## src/rtl/hwin_pkg.sv

```systemverilog
package hwin_pkg;

  localparam int REG_IDX_W = 2;

  typedef enum logic [REG_IDX_W-1:0] {
    RIDX_MAP  = 2'd0,
    RIDX_MASK = 2'd1,
    RIDX_ENA  = 2'd2,
    RIDX_CTL  = 2'd3
  } reg_idx_e;

endpackage

```

## src/rtl/hwin_regfile.sv

```systemverilog
module hwin_regfile
  import hwin_pkg::*;
#(
  parameter int DW        = 32,
  parameter int MODE_BIT  = 17,
  parameter int UNCL_BIT  = 0
) (
  input  logic                 clk,
  input  logic                 rst_n,
  input  logic                 we,
  input  logic [REG_IDX_W-1:0] idx,
  input  logic [DW-1:0]        wdata,
  input  logic [DW-1:0]        stat_set,
  input  logic                 uncl_evt,
  output logic [DW-1:0]        map_q,
  output logic [DW-1:0]        mask_q,
  output logic [DW-1:0]        en_q,
  output logic                 mode_q,
  output logic [DW-1:0]        stat_q,
  output logic [DW-1:0]        rdata
);

  localparam logic [DW-1:0] MODE_MASK = DW'(1) << MODE_BIT;
  localparam logic [DW-1:0] UNCL_MASK = DW'(1) << UNCL_BIT;

  logic          wr_map, wr_mask, wr_en, wr_ctl;
  logic [DW-1:0] set_vec;
  logic [DW-1:0] stat_nxt;

  assign wr_map  = we && (reg_idx_e'(idx) == RIDX_MAP);
  assign wr_mask = we && (reg_idx_e'(idx) == RIDX_MASK);
  assign wr_en   = we && (reg_idx_e'(idx) == RIDX_ENA);
  assign wr_ctl  = we && (reg_idx_e'(idx) == RIDX_CTL);

  assign set_vec = (stat_set | (uncl_evt ? UNCL_MASK : '0)) & ~MODE_MASK;

  // Software clear goes first, then the hardware set, so that a set wins.
  always_comb begin
    stat_nxt = stat_q;
    if (wr_ctl) stat_nxt = stat_nxt & ~wdata;
    stat_nxt = (stat_nxt | set_vec) & ~MODE_MASK;
  end

  always_ff @(posedge clk or negedge rst_n) begin
    if (!rst_n) begin
      map_q  <= '0;
      mask_q <= '0;
      en_q   <= '0;
      mode_q <= 1'b0;
      stat_q <= '0;
    end else begin
      if (wr_map)  map_q  <= wdata;
      if (wr_mask) mask_q <= wdata;
      if (wr_en)   en_q   <= wdata;
      if (wr_ctl)  mode_q <= wdata[MODE_BIT];
      stat_q <= stat_nxt;
    end
  end

  always_comb begin
    unique case (reg_idx_e'(idx))
      RIDX_MAP:  rdata = map_q;
      RIDX_MASK: rdata = mask_q;
      RIDX_ENA:  rdata = en_q;
      default:   rdata = stat_q | (mode_q ? MODE_MASK : '0);
    endcase
  end

endmodule

```

## src/rtl/hwin_window.sv

```systemverilog
module hwin_window #(
  parameter int ADDR_W = 32
) (
  input  logic [ADDR_W-1:0] req_addr,
  input  logic [ADDR_W-1:0] map_reg,
  input  logic [ADDR_W-1:0] mask_reg,
  output logic              hit,
  output logic [ADDR_W-1:0] xl_addr
);

  localparam int HI_W = ADDR_W / 2;
  localparam int LO_W = ADDR_W - HI_W;

  function automatic logic win_hit(
    input logic [HI_W-1:0] req_hi,
    input logic [HI_W-1:0] host_base,
    input logic [HI_W-1:0] keep
  );
    return ((req_hi ^ host_base) & ~keep) == '0;
  endfunction

  function automatic logic [HI_W-1:0] win_xlate(
    input logic [HI_W-1:0] req_hi,
    input logic [HI_W-1:0] local_base,
    input logic [HI_W-1:0] repl,
    input logic [HI_W-1:0] keep
  );
    return (local_base & repl) | (req_hi & keep);
  endfunction

  logic [HI_W-1:0] req_hi, local_base, host_base, repl, keep;

  assign req_hi     = req_addr[ADDR_W-1:LO_W];
  assign local_base = map_reg[ADDR_W-1:HI_W];
  assign host_base  = map_reg[HI_W-1:0];
  assign repl       = mask_reg[ADDR_W-1:HI_W];
  assign keep       = mask_reg[HI_W-1:0];

  assign hit     = win_hit(req_hi, host_base, keep);
  assign xl_addr = {win_xlate(req_hi, local_base, repl, keep), req_addr[LO_W-1:0]};

endmodule

```

## src/rtl/hwin_resp.sv

```systemverilog
module hwin_resp #(
  parameter int ADDR_W = 32
) (
  input  logic              clk,
  input  logic              rst_n,
  input  logic              claim,
  input  logic              unclaim,
  input  logic [ADDR_W-1:0] addr_in,
  output logic              xl_valid,
  output logic [ADDR_W-1:0] xl_addr,
  output logic              unclaimed
);

  always_ff @(posedge clk or negedge rst_n) begin
    if (!rst_n) begin
      xl_valid  <= 1'b0;
      xl_addr   <= '0;
      unclaimed <= 1'b0;
    end else begin
      xl_valid  <= claim;
      unclaimed <= unclaim;
      if (claim) xl_addr <= addr_in;
    end
  end

endmodule

```

## src/rtl/hwin_xlate.sv

```systemverilog
module hwin_xlate
  import hwin_pkg::*;
#(
  parameter int ADDR_W    = 32,
  parameter int FW_EN_BIT = 10,
  parameter int HL_EN_BIT = 8,
  parameter int MODE_BIT  = 17,
  parameter int UNCL_BIT  = 0
) (
  input  logic                 clk,
  input  logic                 rst_n,
  input  logic                 reg_we_i,
  input  logic [REG_IDX_W-1:0] reg_idx_i,
  input  logic [ADDR_W-1:0]    reg_wdata_i,
  output logic [ADDR_W-1:0]    reg_rdata_o,
  input  logic [ADDR_W-1:0]    stat_set_i,
  input  logic                 req_valid_i,
  input  logic [ADDR_W-1:0]    req_addr_i,
  output logic                 xl_valid_o,
  output logic [ADDR_W-1:0]    xl_addr_o,
  output logic                 unclaimed_o,
  output logic                 fw_alt_mode_o
);

  logic [ADDR_W-1:0] map_q, mask_q, en_q, stat_q;
  logic [ADDR_W-1:0] xl_comb;
  logic              win_hit;
  logic              cyc_en;
  logic              claim_w;
  logic              unclaim_w;

  hwin_regfile #(
    .DW       (ADDR_W),
    .MODE_BIT (MODE_BIT),
    .UNCL_BIT (UNCL_BIT)
  ) regs_i (
    .clk      (clk),
    .rst_n    (rst_n),
    .we       (reg_we_i),
    .idx      (reg_idx_i),
    .wdata    (reg_wdata_i),
    .stat_set (stat_set_i),
    .uncl_evt (unclaim_w),
    .map_q    (map_q),
    .mask_q   (mask_q),
    .en_q     (en_q),
    .mode_q   (fw_alt_mode_o),
    .stat_q   (stat_q),
    .rdata    (reg_rdata_o)
  );

  hwin_window #(.ADDR_W(ADDR_W)) win_i (
    .req_addr (req_addr_i),
    .map_reg  (map_q),
    .mask_reg (mask_q),
    .hit      (win_hit),
    .xl_addr  (xl_comb)
  );

  assign cyc_en    = en_q[FW_EN_BIT] & en_q[HL_EN_BIT];
  assign claim_w   = req_valid_i & cyc_en & win_hit;
  assign unclaim_w = req_valid_i & ~claim_w;

  hwin_resp #(.ADDR_W(ADDR_W)) resp_i (
    .clk       (clk),
    .rst_n     (rst_n),
    .claim     (claim_w),
    .unclaim   (unclaim_w),
    .addr_in   (xl_comb),
    .xl_valid  (xl_valid_o),
    .xl_addr   (xl_addr_o),
    .unclaimed (unclaimed_o)
  );

endmodule

```

## config.mk

```make
export PLATFORM = sky130hd
export DESIGN_NAME = hwin_xlate
export DESIGN_NICKNAME = d
export VERILOG_FILES = /design/src/rtl/hwin_pkg.sv /design/src/rtl/hwin_regfile.sv /design/src/rtl/hwin_window.sv /design/src/rtl/hwin_resp.sv /design/src/rtl/hwin_xlate.sv
export SDC_FILE = /design/constraint.sdc
export NUM_CORES = 1
export LEC_CHECK = 0
export BUFFER_PORTS_ARGS = -buffer_cell sky130_fd_sc_hd__buf_2
export CORE_ASPECT_RATIO = 1.1
export CORE_MARGIN = 3
export CORE_UTILIZATION = 55
export DETAILED_ROUTE_END_ITERATION = 10
export PLACE_DENSITY = 0.93
export SLEW_MARGIN = 5
export SYNTH_ARGS = -nofsm -noshare
export SYNTH_HDL_FRONTEND = slang
export SYNTH_HIERARCHICAL = 1
export SYNTH_SLANG_ARGS = --single-unit
export TNS_END_PERCENT = 1
```

## constraint.sdc

```tcl
create_clock -name clk -period 4.27 [get_ports clk]
set_input_delay 0 -clock clk [delete_from_list [all_inputs] [get_ports clk]]
set_output_delay 0 -clock clk [all_outputs]
set_load 0.05 [all_outputs]
```

## Yosys cells after proc, flatten, opt, wreduce, memory -nomap -nowiden

Index checks and enable logic that the tools add are counted.

- Flip-flop bits (word level): 162
- Input port bits: 102
- Output and inout port bits: 67
- Logic and storage cells: 37

- Equality and inequality tests: 3
- Multiplexer cells: 4
- Bitwise gates (word level): 16
- Reduce and logical (&&, ||, !) cells: 6

Operators by type and width:

| cell | number |
|---|---|
| bitwise OR 32 bit | 3 |
| case mux 32 bit (3 select lines) | 1 |
| bitwise AND 16 bit | 3 |
| bitwise AND 32 bit | 1 |
| two-way mux 32 bit | 1 |
| NOT 32 bit | 1 |
| two-way mux 18 bit | 1 |
| logical NOT 16 bit | 1 |
| NOT 16 bit | 1 |
| bitwise OR 16 bit | 1 |
| bitwise XOR 16 bit | 1 |
| bitwise AND 1 bit | 4 |
| == test 2 bit, second input constant | 2 |
| logical AND 1 bit | 4 |
| == test 2 x 1 -> 1 bit, second input constant | 1 |
| logical NOT 2 bit | 1 |
| two-way mux 1 bit | 1 |
| NOT 1 bit | 1 |

## Depth between registers and ports, before layout

Gate-level depths: netlist of run 1.

- Depth in word-level cells: 9
- Mapped depth: 9

## By module

Netlist of run 1, hierarchy kept.

By module, submodules not included:

| module | instances | cells an instance | area each (um^2) | sequential area each (um^2) |
|---|---|---|---|---|
| hwin_regfile | 1 | 352 | 5679.2 | 3203.1 |
| hwin_resp | 1 | 70 | 1395.1 | 850.8 |
| hwin_window | 1 | 59 | 470.5 | 0.0 |
| hwin_xlate | 1 | 4 | 18.8 | 0.0 |

## Worst setup path after synthesis of run 1

No wires, ideal clock.

- Path kind: register to register
- Start point: register regs_i.map_q[15]
- End point: register resp_i.xl_addr[0]
- Setup time: 0.125 ns
- Arrival: 2.008 ns
- Data required time: 4.145 ns
- Slack: 2.137 ns
- Cell stages (with the launch flop): 10
- Buffers on the path: 2
- Period minus slack after synthesis: 2.133 ns
- Cells stage by stage: dfrtp_1 -> xnor2_1 -> o22ai_1 -> or4_1 -> nor2_1 -> nand3_1 -> nor2_1 -> buf_6 -> buf_12 -> mux2_4

- Cells in the longest elaborated chain, start to end: 4

RTL lines:

| element | line | source |
|---|---|---|
| from (decl) | hwin_regfile.sv:15 | `output logic [DW-1:0] map_q,` |
| from (signal assigned) | hwin_regfile.sv:52 | `if (wr_map) map_q <= wdata;` |
| bitwise XOR 16 bit | hwin_window.sv:19 | `return ((req_hi ^ host_base) & ~keep) == '0;` |
| bitwise AND 16 bit | hwin_window.sv:19 |  |
| logical NOT 16 bit | hwin_window.sv:19 |  |
| named net win_hit | hwin_xlate.sv:27 | `logic win_hit;` |
| bitwise AND 1 bit | hwin_xlate.sv:61 | `assign claim_w = req_valid_i & cyc_en & win_hit;` |
| named net claim_w | hwin_xlate.sv:29 | `logic claim_w;` |
| to (signal assigned) | hwin_resp.sv:22 | `if (claim) xl_addr <= addr_in;` |
| to (decl) | hwin_resp.sv:10 | `output logic [ADDR_W-1:0] xl_addr,` |

The timed path passes the listed nets, and every way through them passes these cells.
A chain may end at the register's enable or synchronous reset.

## Final worst setup path of run 1

- Start point: register regs_i.map_q[2]
- End point: register resp_i.xl_addr[29]

Same word-level chain as after synthesis.

==> metrics, run 1 <==
Max IR drop VDD=0.0002486 V; fin area=0.01021 mm²; via count=5644; HP Class=in2reg; Clk pin slew, worst setup/hold paths=0.07 ns; Layout Nets=858; IO Port Bufs=167; RSZ-0062 raised after global routing=no; Period minus WS final=2.967 ns; post-synthesis instance total=483; Final period util=69.49%; drt drc=0; HPWL Detailed=12100 µm; IO Pins=169; row count=44; Sink Count=162; total CTS buffers=17; Critical Path Source Type=register; Leak=4.422 nW; CTS tree=done; Routed Antenna Nets=0; final setup violation count=0; core area=0.01332 mm²; CTS Buffer Depth=2; worst clock skew=0.01061 ns; placed cell areas=0.008335 mm²; Die X=117.7 µm; first-pass GRT wire length=35270 µm; pin count of the biggest net entering global routing=73; worst slew pin tran=1.060 ns; layout cells sized above 1=43.82%; Overflow after GRT=0; Synth Cell Area=0.007552 mm²; post-CTS setup buffer count=0; initial core utilization=56.69%; clock root buffer=clkbuf_16; GRT Util Overall=30.33%; vias per cell=5.916; RePlAce Congestion=0.8052; WL/cell=23.53 µm; die area=0.01517 mm²; outcome=complete, no violations; antenna violations before repair=1; Die Ht=128.9 µm; Achievable Freq=0.3370 GHz; Yosys warnings=6; Max Slew Vio Count=0; P per Cell Area=447.0 mW/mm²; Post-Syn Nets=585; hold-fix buffers at CTS=126; kind of critical path=reg2reg; H-tree Lvls=4; CP arrival=3.27 ns; Critical Path Fanout Max=24; vias in the first global route=6352; Resize count post-CTS=0; drt first pass iters=4; Clock Latency Late Sink=0.42 ns; Syn Area/Cell=15.64 µm²; Filler cells=734; final hold viol count=0; Layout area overhead=35.24%; TNS Setup=0 ns; Max-Cap Viols=0; initial DRC count=384; final wirelength=22440 µm; Setup crit end kind=register; Rel. slew slack=29.13%; CP Data Required Time=4.58 ns
==> path summary, 6_finish.rpt <==
kind	from	to	slack [ns]	cells after the start
worst min register to register	regs_i/en_q[11]	regs_i/en_q[11]	0.50	1
max in group asynchronous	rst_n	regs_i/mask_q[26]	3.03	3
worst max-delay path	regs_i/map_q[2]	resp_i/xl_addr[29]	1.30	8
worst min-delay path	req_addr_i[19]	resp_i/xl_addr[19]	0.03	3
min in group asynchronous	rst_n	resp_i/xl_addr[22]	0.16	2
worst max register to register	regs_i/map_q[2]	resp_i/xl_addr[29]	1.30	8
==> metal layers <==
layer / GRT usage (%) / part of all wire, % / up-vias
met5: 0 / 0 / -
met1: 33.88 / 37 / 2925
met4: 16.34 / 4.2 / 0
met3: 6.242 / 4.5 / 84
li1: - / - / 2368
met2: 55.01 / 55 / 267
==> per-stage QoR <==
stage | setup slack, ns | instances | util, % | hold WS, ns | total power, W
after floorplan | 2.137 | 483 | - | -0.2956 | 0.002620
after global placement | 1.433 | 794 | 62.57 | 0.04595 | 0.002852
after detailed placement | 1.345 | 794 | 62.57 | 0.05952 | 0.002912
after CTS | 1.326 | 952 | 76.57 | 0.006605 | 0.004538
after global routing | 1.188 | 954 | 76.66 | 0.01521 | 0.004719
final | 1.303 | 954 | 76.66 | 0.03349 | 0.004565
==> cell type report <==
cell class	count	area [µm²]	share of cell area, %
flip-flops and latches	162	4054	39.69
clock inverters	12	157.7	1.544
diodes	1	2.502	0.02450
well taps	184	230.2	2.254
inverters	1	3.754	0.03675
repair buffers	301	2181	21.35
clock buffers	20	446.7	4.373
multi-input cells	273	3138	30.72
==> power breakdown <==
part	internal, W	switching [W]	leakage [nW]	total, W
Combinational	0.000481	0.000609	2.23	0.00109
Sequential	0.00174	0.000176	1.90	0.00192
Clock	0.000938	0.000621	0.287	0.00156
Total	0.00316	0.00141	4.42	0.00457
==> critical path: stages (launching register included) <==
cell,delay (ns)
dfrtp_1,0.41
xnor2_1,0.23
o22ai_1,0.15
or4_1,0.58
nor2_1,0.12
nand3_1,0.15
nor2_4,0.52
buf_12,0.29
mux2_2,0.37
==> layout by cell type (no fill, tap or decap), types with 2 or more instances in the layout <==
cell and instances:
clkbuf_1 2, nand3_1 2, a21o_1 30, o22ai_1 8, or4_1 2, a22o_1 15, mux4_2 32, buf_4 7
clkinvlp_4 3, mux2_1 32, clkinv_4 3, xnor2_1 16, nand4_1 31, bufinv_16 3, dlygate4sd3_1 127, buf_2 165
clkinv_2 2, mux2_2 67, mux2_4 30, dfrtp_1 162, clkbuf_16 17
==> state kept, by name, summed over array words and instances, names as in the netlist <==
| signal | cells |
|---|---|
| regs_i/en_q | 32 |
| regs_i/map_q | 32 |
| regs_i/mask_q | 32 |
| resp_i/xl_addr | 32 |
| regs_i/stat_q | 31 |
| regs_i/mode_q | 1 |
| resp_i/unclaimed | 1 |
| resp_i/xl_valid | 1 |
Power figures use the tool's default switching activity.
==> run 2: changes to the inputs <==
CORE_UTILIZATION = 49   (was 55)
PLACE_DENSITY = 0.88   (was 0.93)
clock period = 2.7 ns   (was 4.27 ns; I/O delays follow)
==> metrics, run 2 (synthesized netlist as in run 1, its figures left out) <==
most common cell after layout, fill and taps aside=buf_2; Filler cells=964 (+31%); outcome=complete, no violations; Die Ht=136.2 µm (+5.7%); Achievable Freq=0.3840 GHz (+14%); final wirelength=21280 µm (-5.2%); antenna violations before repair=1 (unchanged); Largest stage delay, worst path=0.57 ns (about the same); TNS Setup=0 ns (unchanged); reg2reg setup slack=0.1 ns (-1.21 ns); worst path cell trace=xnor2_1 > o22ai_1 > or4_1 > nor2_2 > nand3_2 > and2_4 > a211o_1 > dlygate4sd3_1; RePlAce Congestion=0.7891 (-2.0%); Critical Path Source Type=register; Setup crit end kind=register; CP arrival=2.90 ns (-0.37 ns); CP Data Required Time=3.00 ns (-1.58 ns); clock share of power=34.1% (about the same); Top delay family on crit path=simple AND/OR/NAND/NOR gates; Max Slew Vio Count=0 (unchanged); initial core utilization=51.26% (-5.4 points); vias in the first global route=6238 (-1.8%); clock root buffer=clkbuf_16; IO Port Bufs=167 (unchanged); initial DRC count=358 (-6.8%); combinational power share=24.0% (about the same); layout cells sized above 1=44.96% (+1.1 points); first-pass GRT wire length=33690 µm (-4.5%); Critical Path Fanout Max=3 (-88%); via count=5579 (-1.2%); Routed Antenna Nets=0 (unchanged); Clk pin slew, worst setup/hold paths=0.06 ns (about the same); Die X=124.4 µm (+5.6%); drt first pass iters=5 (+1); Layout Nets=864 (+0.70%); Post-Layout Cell Count=967 (+1.4%); Max IR drop VDD=0.0004535 V (+82%); dpl cells=807 (+1.6%); CTS tree=done; CTS Buffer Depth=2 (unchanged); final hold viol count=0 (unchanged); GRT Util Overall=25.75% (-4.6 points); Rel. slew slack=50.66% (+22 points); switch share=30.60% (-0.18 points); worst slew pin tran=0.7400 ns (-0.3199 ns); Sink Count=162 (unchanged); kind of critical path=reg2reg; IO Pins=169 (unchanged); H-tree Lvls=4 (unchanged); Sw Pwr=0.002206 W (+57%); WL/cell=22.01 µm (-6.5%); final setup violation count=0 (unchanged); core area=0.01473 mm² (+11%); total CTS buffers=17 (unchanged); Leak=4.457 nW (+0.79%); fin util=69.96% (-6.7 points); Overflow after GRT=0 (unchanged); Int Pwr=0.005003 W (+58%); Layout area overhead=36.50%; worst clock skew=0.008331 ns (-0.002278 ns); most frequent cells in the layout=165 x buf_2, 162 x dfrtp_1, 128 x dlygate4sd3_1; HP Class=in2async; Final period util=96.45% (+27 points); drt drc=0 (unchanged); Sequential Power Share=41.8% (-0.2 points); Period minus WS final=2.604 ns (-0.3630 ns); HPWL Detailed=12500 µm (+3.3%); die area=0.01694 mm² (+12%); vias per cell=5.769 (-2.5%); P per Cell Area=699.3 mW/mm² (+56%); post-CTS setup buffer count=0 (unchanged); Clock Latency Late Sink=0.42 ns (about the same); Max stage delay cell, worst path=dlygate4sd3_1; row count=46 (+4.5%); total power=0.007209 W (+58%); pin count of the biggest net entering global routing=68 (-6.8%); crit path buf inv count=1 (unchanged); Max-Cap Viols=0 (unchanged)
## run 2: final timing paths
check / to / cells after the start / start
min: regs_i/mask_q[22] / 2 / rst_n
max: regs_i/stat_q[0] / 8 / regs_i/map_q[14]
min in group clk: regs_i/mode_q / 3 / reg_idx_i[1]
min reg2reg: regs_i/en_q[31] / 1 / regs_i/en_q[31]
max reg2reg: regs_i/stat_q[0] / 8 / regs_i/map_q[14]
max in group asynchronous: resp_i/xl_addr[5] / 3 / rst_n
## run 2: routing by layer
| metal | vias to the layer above | wire length (µm) | global-route usage, % |
|---|---|---|---|
| met4 | 0 | 777 | 13.22 |
| met3 | 64 | 1337 | 5.226 |
| met5 | - | 0 | 0 |
| li1 | 2378 | - | - |
| met2 | 295 | 11420 | 46.60 |
| met1 | 2842 | 7745 | 28.94 |
## run 2: stage by stage
stage | hold WS, ns | area (µm²) | setup slack (ns)
2_1_floorplan | -0.2956 | 7552 | 0.5668
3_3_place_gp | 0.03053 | 8396 | 0.3300
3_5_place_dp | 0.04317 | 8396 | 0.2883
4_1_cts | 0.1612 | 10280 | 0.05247
5_1_grt | 0.1745 | 10310 | -0.01986
6_report | 0.1355 | 10310 | 0.09587
## run 2: what timing repair did
item	in CTS	in global routing
hold buffers	128	0
resized for setup	0	6
endpoints found under the setup margin	0	1
hold endpoints to repair	226	0
## run 2: power groups by stage
| stage | clock (W) | combinational (W) | sequential, W |
|---|---|---|---|
| after floorplan | 0 | 0.00106 | 0.00308 |
| final | 0.00246 | 0.00173 | 0.00302 |
| after global routing | 0.00259 | 0.00182 | 0.00306 |
| after global placement | 0 | 0.00152 | 0.00301 |
| after CTS | 0.00248 | 0.00170 | 0.00300 |
| after detailed placement | 0 | 0.00156 | 0.00304 |
## run 2: final cells by class
cell class,instances,area (µm²),share of cell area (%)
diodes,1,2.502,0.02427
clock buffers,19,442.9,4.297
clock inverters,12,157.7,1.529
inverters,1,3.754,0.03641
multi-input cells,273,3167,30.72
flip-flops and latches,162,4054,39.33
well taps,192,240.2,2.330
repair buffers,307,2241,21.74
## run 2: worst register-to-register path: stages, from the launching register on
cell           delay (ns)
dfrtp_1              0.42
xnor2_1              0.17
o22ai_1              0.13
or4_1                0.55
nor2_2               0.11
nand3_2              0.11
and2_4               0.19
a211o_1              0.24
dlygate4sd3_1        0.57
==> run 3: changes to the inputs <==
PLACE_DENSITY = 0.89   (was 0.88)
SYNTH_HIERARCHICAL = default   (was 1)
==> metrics, run 3 <==
Final WS setup=0.3189 ns (+0.2230 ns); IO Port Bufs=167 (unchanged); RSZ-0062 raised after global routing=no; P per Cell Area=708.2 mW/mm² (+1.3%); pin count of the biggest net entering global routing=74 (+8.8%); post-synth top area share=56.62%; worst slew pin tran=0.6288 ns (-0.1113 ns); RePlAce Congestion=0.7906 (+0.19%); H-tree Lvls=4 (unchanged); vias in the first global route=6193 (-0.72%); Post-synth top cells=162 x dfrtp_1, 129 x mux2_2, 32 x mux4_2; kind of critical path=reg2reg; #FFs+latches synth=162; Post-Syn Nets=576 (-1.5%); worst clock skew=0.008454 ns (+0.0001228 ns); Critical Path Fanout Max=3 (unchanged); worst path cell trace=xnor2_1 > nor2_1 > nor4_1 > nand4_2 > a221o_1 > dlygate4sd3_1; Final period util=88.19% (-8.3 points); vias per cell=5.546 (-3.9%); distinct cell type count after synthesis=25; CP Data Required Time=3.00 ns (about the same); layout cells sized above 1=47.66% (+2.7 points); Die Ht=132.8 µm (-2.5%); Max stage delay cell, worst path=dlygate4sd3_1; Period minus WS final=2.381 ns (-0.2230 ns); final wirelength=20710 µm (-2.7%); WL/cell=21.20 µm (-3.7%); CP Capture Point=regs_i.stat_q[0]; outcome=complete, no violations; die area=0.01610 mm² (-5.0%); Synth Cell Area=0.007159 mm² (-5.2%); async set or reset register ratio after synthesis=100.0%; drt first pass iters=5 (unchanged); antenna violations before repair=0 (-1); Achievable Freq=0.4200 GHz (+9.4%); post-synthesis instance total=474 (-1.9%); Multi-input gate area=0.002997 mm² (-5.4%); count leader, synth=dfrtp_1; Rel. slew slack=58.08% (+7.4 points); storage element area=0.004054 mm² (unchanged); clock root buffer=clkbuf_16; Reg-to-Reg End=regs_i.stat_q[0]; reg2reg setup slack=0.32 ns (+0.22 ns); Sink Count=162 (unchanged); row count=45 (-2.2%); R2R depth=6 (-2); final hold viol count=0 (unchanged); CP arrival=2.68 ns (-0.22 ns); initial DRC count=219 (-39%); Ant. Diodes=0 (-1); Die X=121.3 µm (-2.5%); HPWL Detailed=12840 µm (+2.7%); R2R Path Start=regs_i.map_q[8]; HP Class=in2async; top cells by area, synth=dfrtp_1 57%, mux2_2 20%, mux4_2 10%; Max Slew Vio Count=0 (unchanged); Max-Cap Viols=0 (unchanged); Routed Antenna Nets=0 (unchanged); Setup crit end kind=register; most common cell after layout, fill and taps aside=buf_2; Overflow after GRT=0 (unchanged); drt drc=0 (unchanged); via count=5418 (-2.9%); CTS Buffer Depth=2 (unchanged); TNS Setup=0 ns (unchanged); Yosys warnings=0 (-6); final setup violation count=0 (unchanged); Layout area overhead=41.45%; GRT Util Overall=27.13% (+1.4 points); Top FF cell, synth=dfrtp_1; crit path from=regs_i.map_q[8]; initial core utilization=50.86% (-0.39 points); total CTS buffers=17 (unchanged); Leak=4.461 nW (about the same); Largest stage delay, worst path=0.57 ns (about the same); Syn Area/Cell=15.10 µm² (-3.4%); area leader, netlist=dfrtp_1; Resize count post-CTS=0 (unchanged); Layout Nets=879 (+1.7%); worst slack at placement=0.5507 ns (+0.2623 ns); Clock Latency Late Sink=0.43 ns (about the same); Max IR drop VDD=0.0004489 V (-1.0%); Critical Path Source Type=register; Filler cells=912 (-5.4%); Post-synth EDFFs=0; Seq/Total Area, Yosys=56.62%; core area=0.01408 mm² (-4.5%); most frequent cells in the layout=166 x buf_2, 162 x dfrtp_1, 129 x mux2_2; first-pass GRT wire length=33040 µm (-1.9%); IO Pins=169 (unchanged); Clk pin slew, worst setup/hold paths=0.06 ns (about the same); CTS tree=done
==> run 3: through the flow <==
step	hold WS [ns]	area, µm²	util [%]	power (W)	std cells
global route	0.1816	10130	71.95	0.007472	977
global placement	0.01719	8243	58.56	0.004551	817
CTS	0.1483	10120	71.89	0.007171	976
floorplan	-0.2956	7159	-	0.004143	474
finish	0.1273	10130	71.95	0.007173	977
detailed placement	0.02136	8243	58.56	0.004639	817
==> run 3: worst min-delay path by stage <==
stage                      from           endpoint  slack [ns]
after floorplan           rst_n     regs_i.en_q[0]       -0.30
after global placement    rst_n  regs_i.stat_q[12]        0.02
after detailed placement  rst_n  regs_i.stat_q[12]        0.02
after CTS                 rst_n   regs_i.map_q[12]        0.15
after global routing      rst_n   regs_i.map_q[12]        0.18
final                     rst_n  regs_i.stat_q[12]        0.13
==> run 3: layout make-up <==
cell class,instances,share of cell area [%]
well taps,188,2.323
multi-input cells,288,29.59
repair buffers,308,22.18
flip-flops and latches,162,40.03
clock inverters,11,1.273
clock buffers,20,4.608
==> run 3: critical path, delay by kind of cell, from the launching register on <==
kind	cells	cell delay [ns]
AND/OR/NAND/NOR	3	0.69
buffers and inverters	1	0.57
flip-flops	1	0.41
AO/OA/AOI/OAI	1	0.40
XOR/XNOR	1	0.18
==> run 3: layer usage <==
metal / up-vias / share of wire [%] / global-route usage, % / routed length (µm)
met4: 0 / 2.9 / 10.52 / 606
met2: 190 / 55 / 49.21 / 11340
met5: - / 0 / 0 / 0
met3: 44 / 4.6 / 6.456 / 960
met1: 2805 / 38 / 30.67 / 7801
li1: 2379 / - / - / -
==> run 3: cell families (layout without fill, tap and decap cells) <==
family	Yosys count	count (layout)	synth area share [%]
buf+inv	24	339	1.608
flops	162	162	56.62
xor+xnor	16	16	1.957
compound gates	51	51	5.592
mux	161	161	30.36
simple gates	60	60	3.862
==> run 3: what timing repair did <==
action	4_1_cts	5_1_grt
hold endpoints to repair	226	0
setup endpoints to repair	0	1
buffers inserted	0	1
hold buffers	128	0
==> run 3: report_power, final <==
part / switching (W) / total (W) / internal [W] / leakage, nW
logic: 0.000970 / 0.00175 / 0.000778 / 2.28
registers: 0.000257 / 0.00301 / 0.00275 / 1.90
clock network: 0.000978 / 0.00241 / 0.00143 / 0.277
total: 0.00221 / 0.00717 / 0.00497 / 4.46
